--- src/rtl/rom_cmd_pkg.sv ---
package rom_cmd_pkg;

    localparam int CMD_W = 8;

    localparam logic [CMD_W-1:0] OP_READ_ID   = 8'h33;
    localparam logic [CMD_W-1:0] OP_MATCH_ID  = 8'h55;
    localparam logic [CMD_W-1:0] OP_SEARCH    = 8'hF0;
    localparam logic [CMD_W-1:0] OP_SKIP      = 8'hCC;
    localparam logic [CMD_W-1:0] OP_RESUME    = 8'hA5;
    localparam logic [CMD_W-1:0] OP_FAST_SKIP = 8'h3C;
    localparam logic [CMD_W-1:0] OP_FAST_MTCH = 8'h69;

    typedef enum logic [2:0] {
        ST_IDLE,
        ST_CMD,
        ST_READ,
        ST_MATCH,
        ST_SRCH_TRUE,
        ST_SRCH_CMPL,
        ST_SRCH_PICK,
        ST_GRANT
    } rom_state_e;

    typedef struct packed {
        rom_state_e next;
        logic       rc_clr;
        logic       od_set;
    } cmd_action_t;

    // One LSB-first step of the reflected x^8+x^5+x^4+1 register.
    function automatic logic [7:0] crc8_step(input logic [7:0] c, input logic b);
        logic fb;
        fb = c[0] ^ b;
        return {1'b0, c[7:1]} ^ (fb ? 8'h8C : 8'h00);
    endfunction

    function automatic cmd_action_t decode_cmd(input logic [CMD_W-1:0] op,
                                               input logic rc);
        cmd_action_t a;
        a = '{next: ST_IDLE, rc_clr: 1'b0, od_set: 1'b0};
        case (op)
            OP_READ_ID:   begin a.next = ST_READ;  a.rc_clr = 1'b1; end
            OP_MATCH_ID:  a.next = ST_MATCH;
            OP_SEARCH:    a.next = ST_SRCH_TRUE;
            OP_SKIP:      begin a.next = ST_GRANT; a.rc_clr = 1'b1; end
            OP_FAST_SKIP: begin a.next = ST_GRANT; a.rc_clr = 1'b1; a.od_set = 1'b1; end
            OP_FAST_MTCH: begin a.next = ST_MATCH; a.od_set = 1'b1; end
            OP_RESUME:    a.next = rc ? ST_GRANT : ST_IDLE;
            default:      a.next = ST_IDLE;
        endcase
        return a;
    endfunction

endpackage

--- src/rtl/rom_cmd_deser.sv ---
module rom_cmd_deser
    import rom_cmd_pkg::*;
#(
    parameter int WIDTH = CMD_W
) (
    input  logic             clk,
    input  logic             rst,
    input  logic             clear,
    input  logic             shift_en,
    input  logic             bit_in,
    output logic             cmd_valid,
    output logic [WIDTH-1:0] cmd_out
);
    localparam int CNT_W = $clog2(WIDTH);
    localparam logic [CNT_W-1:0] LAST = CNT_W'(WIDTH - 1);

    logic [WIDTH-1:0] shreg;
    logic [CNT_W-1:0] cnt;

    always_ff @(posedge clk) begin
        if (rst || clear) begin
            shreg <= '0;
            cnt   <= '0;
        end else if (shift_en) begin
            shreg <= {bit_in, shreg[WIDTH-1:1]};
            cnt   <= (cnt == LAST) ? '0 : cnt + 1'b1;
        end
    end

    assign cmd_out   = {bit_in, shreg[WIDTH-1:1]};
    assign cmd_valid = shift_en && !clear && (cnt == LAST);
endmodule

--- src/rtl/rom_id_cursor.sv ---
module rom_id_cursor #(
    parameter int ID_BITS = 64
) (
    input  logic               clk,
    input  logic               rst,
    input  logic               clear,
    input  logic               step,
    input  logic [ID_BITS-1:0] id,
    output logic               own_bit,
    output logic               last
);
    localparam int IDX_W = $clog2(ID_BITS);
    localparam logic [IDX_W-1:0] IDX_LAST = IDX_W'(ID_BITS - 1);

    logic [IDX_W-1:0] idx;

    always_ff @(posedge clk) begin
        if (rst || clear)
            idx <= '0;
        else if (step && idx != IDX_LAST)
            idx <= idx + 1'b1;
    end

    assign own_bit = id[idx];
    assign last    = (idx == IDX_LAST);
endmodule

--- src/rtl/rom_crc8_chk.sv ---
module rom_crc8_chk
    import rom_cmd_pkg::*;
#(
    parameter int ID_BITS = 64
) (
    input  logic               clk,
    input  logic               rst,
    input  logic [ID_BITS-1:0] id,
    output logic               done,
    output logic               ok
);
    localparam int IDX_W = $clog2(ID_BITS);
    localparam logic [IDX_W-1:0] IDX_LAST = IDX_W'(ID_BITS - 1);

    logic [7:0]       crc;
    logic [IDX_W-1:0] idx;

    always_ff @(posedge clk) begin
        if (rst) begin
            crc  <= '0;
            idx  <= '0;
            done <= 1'b0;
        end else if (!done) begin
            crc <= crc8_step(crc, id[idx]);
            if (idx == IDX_LAST)
                done <= 1'b1;
            else
                idx <= idx + 1'b1;
        end
    end

    assign ok = done && (crc == 8'h00);
endmodule

--- src/rtl/rom_cmd_layer.sv ---
module rom_cmd_layer
    import rom_cmd_pkg::*;
#(
    parameter int ID_BITS = 64
) (
    input  logic               clk,
    input  logic               rst,
    input  logic [ID_BITS-1:0] rom_id,
    input  logic               bus_reset,
    input  logic               reset_long,
    input  logic               rx_valid,
    input  logic               rx_bit,
    input  logic               tx_req,
    output logic               tx_pull_low,
    output logic               grant,
    output logic               od_mode,
    output logic               rc_flag,
    output logic               crc_done,
    output logic               crc_ok
);
    rom_state_e        state;
    logic              cmd_valid;
    logic [CMD_W-1:0]  cmd_byte;
    logic              own_bit;
    logic              id_last;
    logic              cur_step;
    logic              bit_match;
    cmd_action_t       act;

    rom_cmd_deser #(.WIDTH(CMD_W)) u_deser (
        .clk       (clk),
        .rst       (rst),
        .clear     (bus_reset),
        .shift_en  (rx_valid && state == ST_CMD),
        .bit_in    (rx_bit),
        .cmd_valid (cmd_valid),
        .cmd_out   (cmd_byte)
    );

    rom_id_cursor #(.ID_BITS(ID_BITS)) u_cursor (
        .clk     (clk),
        .rst     (rst),
        .clear   (bus_reset),
        .step    (cur_step),
        .id      (rom_id),
        .own_bit (own_bit),
        .last    (id_last)
    );

    rom_crc8_chk #(.ID_BITS(ID_BITS)) u_crc (
        .clk  (clk),
        .rst  (rst),
        .id   (rom_id),
        .done (crc_done),
        .ok   (crc_ok)
    );

    assign bit_match = (rx_bit == own_bit);
    assign act       = decode_cmd(cmd_byte, rc_flag);

    always_comb begin
        cur_step = 1'b0;
        case (state)
            ST_READ:               cur_step = tx_req;
            ST_MATCH, ST_SRCH_PICK: cur_step = rx_valid && bit_match;
            default:               cur_step = 1'b0;
        endcase
    end

    always_ff @(posedge clk) begin
        if (rst) begin
            state   <= ST_IDLE;
            rc_flag <= 1'b0;
            od_mode <= 1'b0;
        end else if (bus_reset) begin
            state <= ST_CMD;
            if (reset_long)
                od_mode <= 1'b0;
        end else begin
            case (state)
                ST_CMD: if (cmd_valid) begin
                    state <= act.next;
                    if (act.rc_clr) rc_flag <= 1'b0;
                    if (act.od_set) od_mode <= 1'b1;
                end
                ST_READ: if (tx_req && id_last)
                    state <= ST_GRANT;
                ST_MATCH: if (rx_valid) begin
                    if (!bit_match) begin
                        rc_flag <= 1'b0;
                        state   <= ST_IDLE;
                    end else if (id_last) begin
                        rc_flag <= 1'b1;
                        state   <= ST_GRANT;
                    end
                end
                ST_SRCH_TRUE: if (tx_req) state <= ST_SRCH_CMPL;
                ST_SRCH_CMPL: if (tx_req) state <= ST_SRCH_PICK;
                ST_SRCH_PICK: if (rx_valid) begin
                    if (!bit_match) begin
                        rc_flag <= 1'b0;
                        state   <= ST_IDLE;
                    end else if (id_last) begin
                        rc_flag <= 1'b1;
                        state   <= ST_GRANT;
                    end else begin
                        state <= ST_SRCH_TRUE;
                    end
                end
                default: state <= state;
            endcase
        end
    end

    always_comb begin
        tx_pull_low = 1'b0;
        if (tx_req) begin
            case (state)
                ST_READ, ST_SRCH_TRUE: tx_pull_low = !own_bit;
                ST_SRCH_CMPL:          tx_pull_low = own_bit;
                default:               tx_pull_low = 1'b0;
            endcase
        end
    end

    assign grant = (state == ST_GRANT);
endmodule

--- config.mk ---
export PLATFORM = sky130hd
export DESIGN_NAME = rom_cmd_layer
export DESIGN_NICKNAME = d
export VERILOG_FILES = /design/src/rtl/rom_cmd_pkg.sv /design/src/rtl/rom_cmd_deser.sv /design/src/rtl/rom_id_cursor.sv /design/src/rtl/rom_crc8_chk.sv /design/src/rtl/rom_cmd_layer.sv
export SDC_FILE = /design/constraint.sdc
export NUM_CORES = 1
export LEC_CHECK = 0
export BUFFER_PORTS_ARGS = -buffer_cell sky130_fd_sc_hd__buf_2
export CAP_MARGIN = 10
export CORE_MARGIN = 3
export CORE_UTILIZATION = 50
export CTS_CLUSTER_SIZE = 40
export DETAILED_ROUTE_END_ITERATION = 16
export PLACE_DENSITY = 0.83
export SLEW_MARGIN = 15
export SYNTH_ARGS = -nofsm -noshare
export SYNTH_HDL_FRONTEND = slang
export SYNTH_HIERARCHICAL = 1
export SYNTH_SLANG_ARGS = --single-unit
--- constraint.sdc ---
create_clock -name clk -period 2.9 [get_ports clk]
set_input_delay 0.145 -clock clk [delete_from_list [all_inputs] [get_ports clk]]
set_output_delay 0.145 -clock clk [all_outputs]
set_load 0.02 [all_outputs]
# Word-level counts from Yosys, hierarchy flattened
# Cells that the tools add are included.
# totals
register_bits	37
input_bits	71
output_inout_bits	6
# classes
addsub	3
order_cmp	2
eq_ne	37
mux	38
bitwise_logic	5
reduce_logical	29
# ops
operator	count
2-to-1 mux 3 bit	11
equality test 8 bit (second input constant)	3
!= test 3 bit (second input constant)	8
2-to-1 mux 1 bit	18
case mux 3 bit (6 select lines)	1
equality test 8 x 6 -> 1 bit (second input constant)	2
equality test 8 x 7 -> 1 bit (second input constant)	2
AND reduction 8 bit	2
equality test 3 bit (second input constant)	5
case mux 3 bit (5 select lines)	1
< comparator 6 x 7 -> 1 bit (second input constant)	2
!= test 2 bit (second input constant)	7
adder 6 x 1 -> 6 bit (second input constant)	2
binary-select mux 1 bit (select 6 bit)	2
equality test 6 bit (second input constant)	2
OR reduction 2 bit	6
zero test 8 bit	1
2-to-1 mux 8 bit	1
nonzero test 2 bit	4
XOR 7 x 8 -> 8 bit	1
logical AND 1 bit	7
nonzero test 7 bit	1
equality test 3 x 2 -> 1 bit (second input constant)	2
!= test 6 bit (second input constant)	1
other kinds (16)	22

# Longest topological paths before layout
# logic_depth
ltp_word	7
mapped_depth	15

# Modules after synthesis
# Netlist, hierarchy kept.
# by_module_without_submodules
module	n_inst	cells_each	area_each_um2	seq_area_each_um2
rom_crc8_chk	1	128	1283.7	300.3
rom_id_cursor	1	89	878.3	120.1
rom_cmd_layer	1	80	715.7	100.1
rom_cmd_deser	1	40	407.9	200.2

# Worst setup path after synthesis
# OpenSTA, ideal clock, no wires.
# synth_path
path_type	reg2reg
from	reg u_cursor.idx[0]
to	reg u_cursor.idx[5]
setup_time_ns	0.121
t_arrival_ns	2.722
required_time_ns	2.779
path_slack_ns	0.058
path_stages_with_launch	15
period_less_slack_ns	2.842
cell_sequence	dfxtp_1 > buf_6 > mux4_1 > nand2_1 > a21oi_1 > o41ai_1 > a311oi_1 > xnor2_1 > and2_1 > a22oi_1 > nor2_1 > o21a_1 > nand4_1 > xor2_1 > nor2_1
# synth_via
elab_chain_cells	6
elab_cells_between_ends	8
# synth_lines
item	line_no	source
start: declaration	rom_id_cursor.sv:15	logic [IDX_W-1:0] idx;
start signal: assignment	rom_id_cursor.sv:21	idx <= idx + 1'b1;
binary-select mux 1 bit (select 6 bit)	rom_id_cursor.sv:24	assign own_bit = id[idx];
2-to-1 mux 1 bit (not written as such)	rom_id_cursor.sv:24	
via own_bit	rom_cmd_layer.sv:24	logic own_bit;
equality test 1 bit	rom_cmd_layer.sv:58	assign bit_match = (rx_bit == own_bit);
logical AND 1 bit	rom_cmd_layer.sv:65	ST_MATCH, ST_SRCH_PICK: cur_step = rx_valid && bit_match;
case mux 1 bit (2 select lines)	rom_cmd_layer.sv:63	case (state)
via cur_step	rom_cmd_layer.sv:26	logic cur_step;
logical AND 1 bit	rom_id_cursor.sv:20	else if (step && idx != IDX_LAST)
# The timed path passes the listed nets, and every way through them passes these cells. The select of a mux whose other input is x is not followed.
# A chain may end at the register's enable or synchronous reset.

# Worst setup path in the final report
# layout_path
from	reg u_cursor.idx[1]
to	reg u_cursor.idx[2]
# Same word-level chain as after synthesis.

==> run_results.csv <==
group,metric,value,unit
clock_tree,clockBufferDepth,2,
routing,first_pass_iters,7,
clock_tree,clock_latency,290,ps
clock_tree,cts.sinks,36,
worst_setup_path,crit_path_end_kind,"flop",
synthesis,postSynthCellCount,337,
floorplan,row_count,28,
routing,wl_per_cell,18.52,microns
routing,via_per_inst,6.534,
worst_setup_path,slowest_stage,"mux4_2",
floorplan,die_w,87.07,microns
global_routing,grt_first_pass_wirelength,14760,microns
routing,ant_nets,0,
synthesis,netlist.area_leader.share,21.93,%
synthesis,synthTopCellsByArea,"dfxtp_1, mux4_1, mux4_2",
routing,dr_total_vias,3254,
sta,worst_pin_slew,812.7,ps
finish,drive_gt1_share,35.93,%
clock_tree,h-tree-depth,2,
floorplan,start_util,53.59,%
clock_tree,clk_pin_slew,70,ps
finish,fillers,439,
floorplan,ios,77,
worst_setup_path,arrival,3090,ps
hold_path,hold_path.class,"in2reg",
sta,report.final.slew_viol_count,0,
sta,rsz0062_at_grt,"true",
floorplan,fp.dieH,87.07,microns
synthesis,yosys_warnings,6,
clock_tree,tritoncts,"yes",
global_routing,grt_pass1_vias,3107,
finish,final_common_cell,"buf_2",
power,p_leak,0.001575,uW
global_routing,antenna_found_initial,0,
routing,drt-initial-drc-count,146,
worst_setup_path,required,3080,ps
synthesis,yosysUniqueCellTypes,70,
synthesis,synthArstFlopShare,0,%
floorplan,core,6131,sq um
sta,worst_slack,-7.913,ps
sta,fin_worst_skew,6.424,ps
placed_design,dp.final_hpwl,6782,microns
synthesis,ys_seq_area_share,21.93,%
status,status,"complete, but fails checks",
finish,diodes,0,
synthesis,syn_area,3286,sq um
synthesis,synthFlopType,"dfxtp_1",
synthesis,synth_enable_flop_cells,0,
finish,syn_to_final_growth,22.58,%
hold_path,hold_depth,4,
routing,drcViolationCount,0,
placed_design,place_ws,-127.6,ps
worst_setup_path,crit_path_frequent_cell,"nor2_1",
global_routing,grt_max_degree,23,
placed_design,numPortBuffers,76,
sta,min_period,2908,ps
clock_tree,cts_hold_buf,0,
finish,fin_nets,497,
worst_setup_path,r2r_cells,15,
sta,relSlewSlack,45.75,%
routing,drt-total-wl,9225,microns
synthesis,synth.largest_area_cell,"dfxtp_1",
power,p_total,1329,uW
worst_setup_path,path_class,"reg2reg",
worst_setup_path,cp_max_fo,5,
sta,max_freq,343.9,MHz
flow_run,cap_violations,0,
synthesis,avgSynthCellArea,9.750,sq um
worst_setup_path,path_cells,"buf_6 -> mux4_2 -> nor2_2 -> nor2_1 -> o41ai_2 -> a311oi_2 -> xnor2_1 -> and2_1 -> a22oi_1 -> nor2_1 -> o21a_2 -> buf_4 -> nand2_1 -> xnor2_1 -> nor2_1",
finish,mostFrequentLayoutCells,"buf_2, nor2_1, dfxtp_1",
synthesis,syn_nets,412,
sta,finalCritPeriodShare,100.3,%
power,p_per_area,330.0,nW/um^2
sta,hold_viol,0,
worst_setup_path,max_stage_delay,510,ps
placed_design,place.gp.congestion,0.9593,
floorplan,die_area,7580,sq um
power,ir_worst_vdd,228.6,uV
synthesis,synth_seq_cells,36,
clock_tree,numCtsBuffers,5,
worst_setup_path,start_kind,"flop",
clock_tree,root_buffer,"clkbuf_8",
global_routing,track_usage,24.65,%
global_routing,gr-total-overflow,0,
status,violations,"negative setup slack",
sta,finalSetupViolations,1,
==> layout make-up <==
class / count / area (sq um) / share of cell area [%]
multi-input combinational: 266 / 2415 / 59.96
sequential: 36 / 726.9 / 18.05
tap: 75 / 93.84 / 2.330
inverter: 12 / 45.04 / 1.118
clock buffer: 6 / 72.57 / 1.802
clock inverter: 2 / 35.03 / 0.8698
timing repair buffer: 101 / 639.4 / 15.87
==> where the power goes <==
group          internal (uW)  switching (uW)
combinational            187             162
sequential               512            33.5
clock                    255             179
total                    955             374
==> synth_stat cells, types with 3 or more instances <==
cell / count
mux4_1: 12
inv_1: 10
buf_4: 4
nor2b_1: 3
nor4bb_1: 3
mux2_1: 5
nand4_1: 5
mux4_2: 13
nand3_1: 4
ha_1: 4
a31oi_1: 4
mux2i_1: 28
nand2_1: 23
nand2b_1: 5
nor3_1: 7
and3_1: 8
buf_2: 5
o211ai_1: 4
o21ai_0: 3
a21oi_1: 10
a311oi_1: 3
nand4bb_1: 6
xor2_1: 5
nor4_1: 4
dfxtp_1: 36
a221oi_2: 3
nor2_1: 37
o22ai_1: 6
xnor2_1: 7
buf_6: 6
clkbuf_1: 6
==> state kept, by name, indices dropped and copies added (netlist names) <==
| signal | count |
|---|---|
| u_deser/shreg | 7 |
| od_mode | 1 |
| u_crc/crc | 8 |
| state | 3 |
| u_deser/cnt | 3 |
| u_crc/idx | 6 |
| u_cursor/idx | 6 |
| rc_flag | 1 |
| u_crc/done | 1 |
==> stage by stage <==
step	setup TNS, ps	hold slack (ps)	util [%]	instance area [sq um]	instances
after floorplan	0	211.2	-	3286	337
after global placement	0	449.9	60.98	3739	478
after detailed placement	-347.0	452.9	60.98	3739	478
after CTS	0	151.1	63.82	3913	491
after global routing	-674.1	178.6	65.69	4028	498
final	-7.913	173.0	65.69	4028	498
==> what timing repair did <==
action	4_1_cts	5_1_grt
pin swaps	1	6
resized for setup	4	12
cloned	0	1
setup buffers	5	6
endpoints found under the setup margin	7	10
==> path summary, 6_finish.rpt <==
check                                      from         endpoint  slack, ps
worst max-delay path            u_cursor/idx[1]  u_cursor/idx[2]         -8
worst min-delay path                 reset_long          od_mode        170
worst max register to register  u_cursor/idx[1]  u_cursor/idx[2]         -8
worst min register to register          od_mode          od_mode        460
==> logic make-up (layout without fill, tap and decap cells) <==
kind of cell | count (synthesis) | after routing | synth area share (%)
buf+inv | 35 | 121 | 6.131
mux | 60 | 60 | 29.44
fa+ha+maj | 4 | 4 | 1.523
compound gates | 68 | 68 | 17.33
xor+xnor | 12 | 12 | 3.199
simple gates | 122 | 122 | 20.45
flops | 36 | 36 | 21.93
==> layer usage <==
metal / part of all wire (%) / wire, microns / GRT usage [%] / vias to the layer above
met5: 0 / 0 / 0 / -
met4: 2.6 / 244 / 9.207 / 0
met3: 9.0 / 832 / 7.096 / 24
met2: 49 / 4504 / 40.23 / 187
met1: 40 / 3645 / 30.84 / 1546
li1: - / - / - / 1497
==> critical path: cells and delay by family, from the launching register on <==
| family | cells | cell delay [ps] |
|---|---|---|
| AOI/OAI and AO/OA | 4 | 710 |
| xor gates and xnor gates | 2 | 390 |
| buffers and inverters | 2 | 240 |
| DFF | 1 | 370 |
| muxes | 1 | 510 |
| and+or+nand+nor | 6 | 590 |
Power figures use the tool's default switching activity.
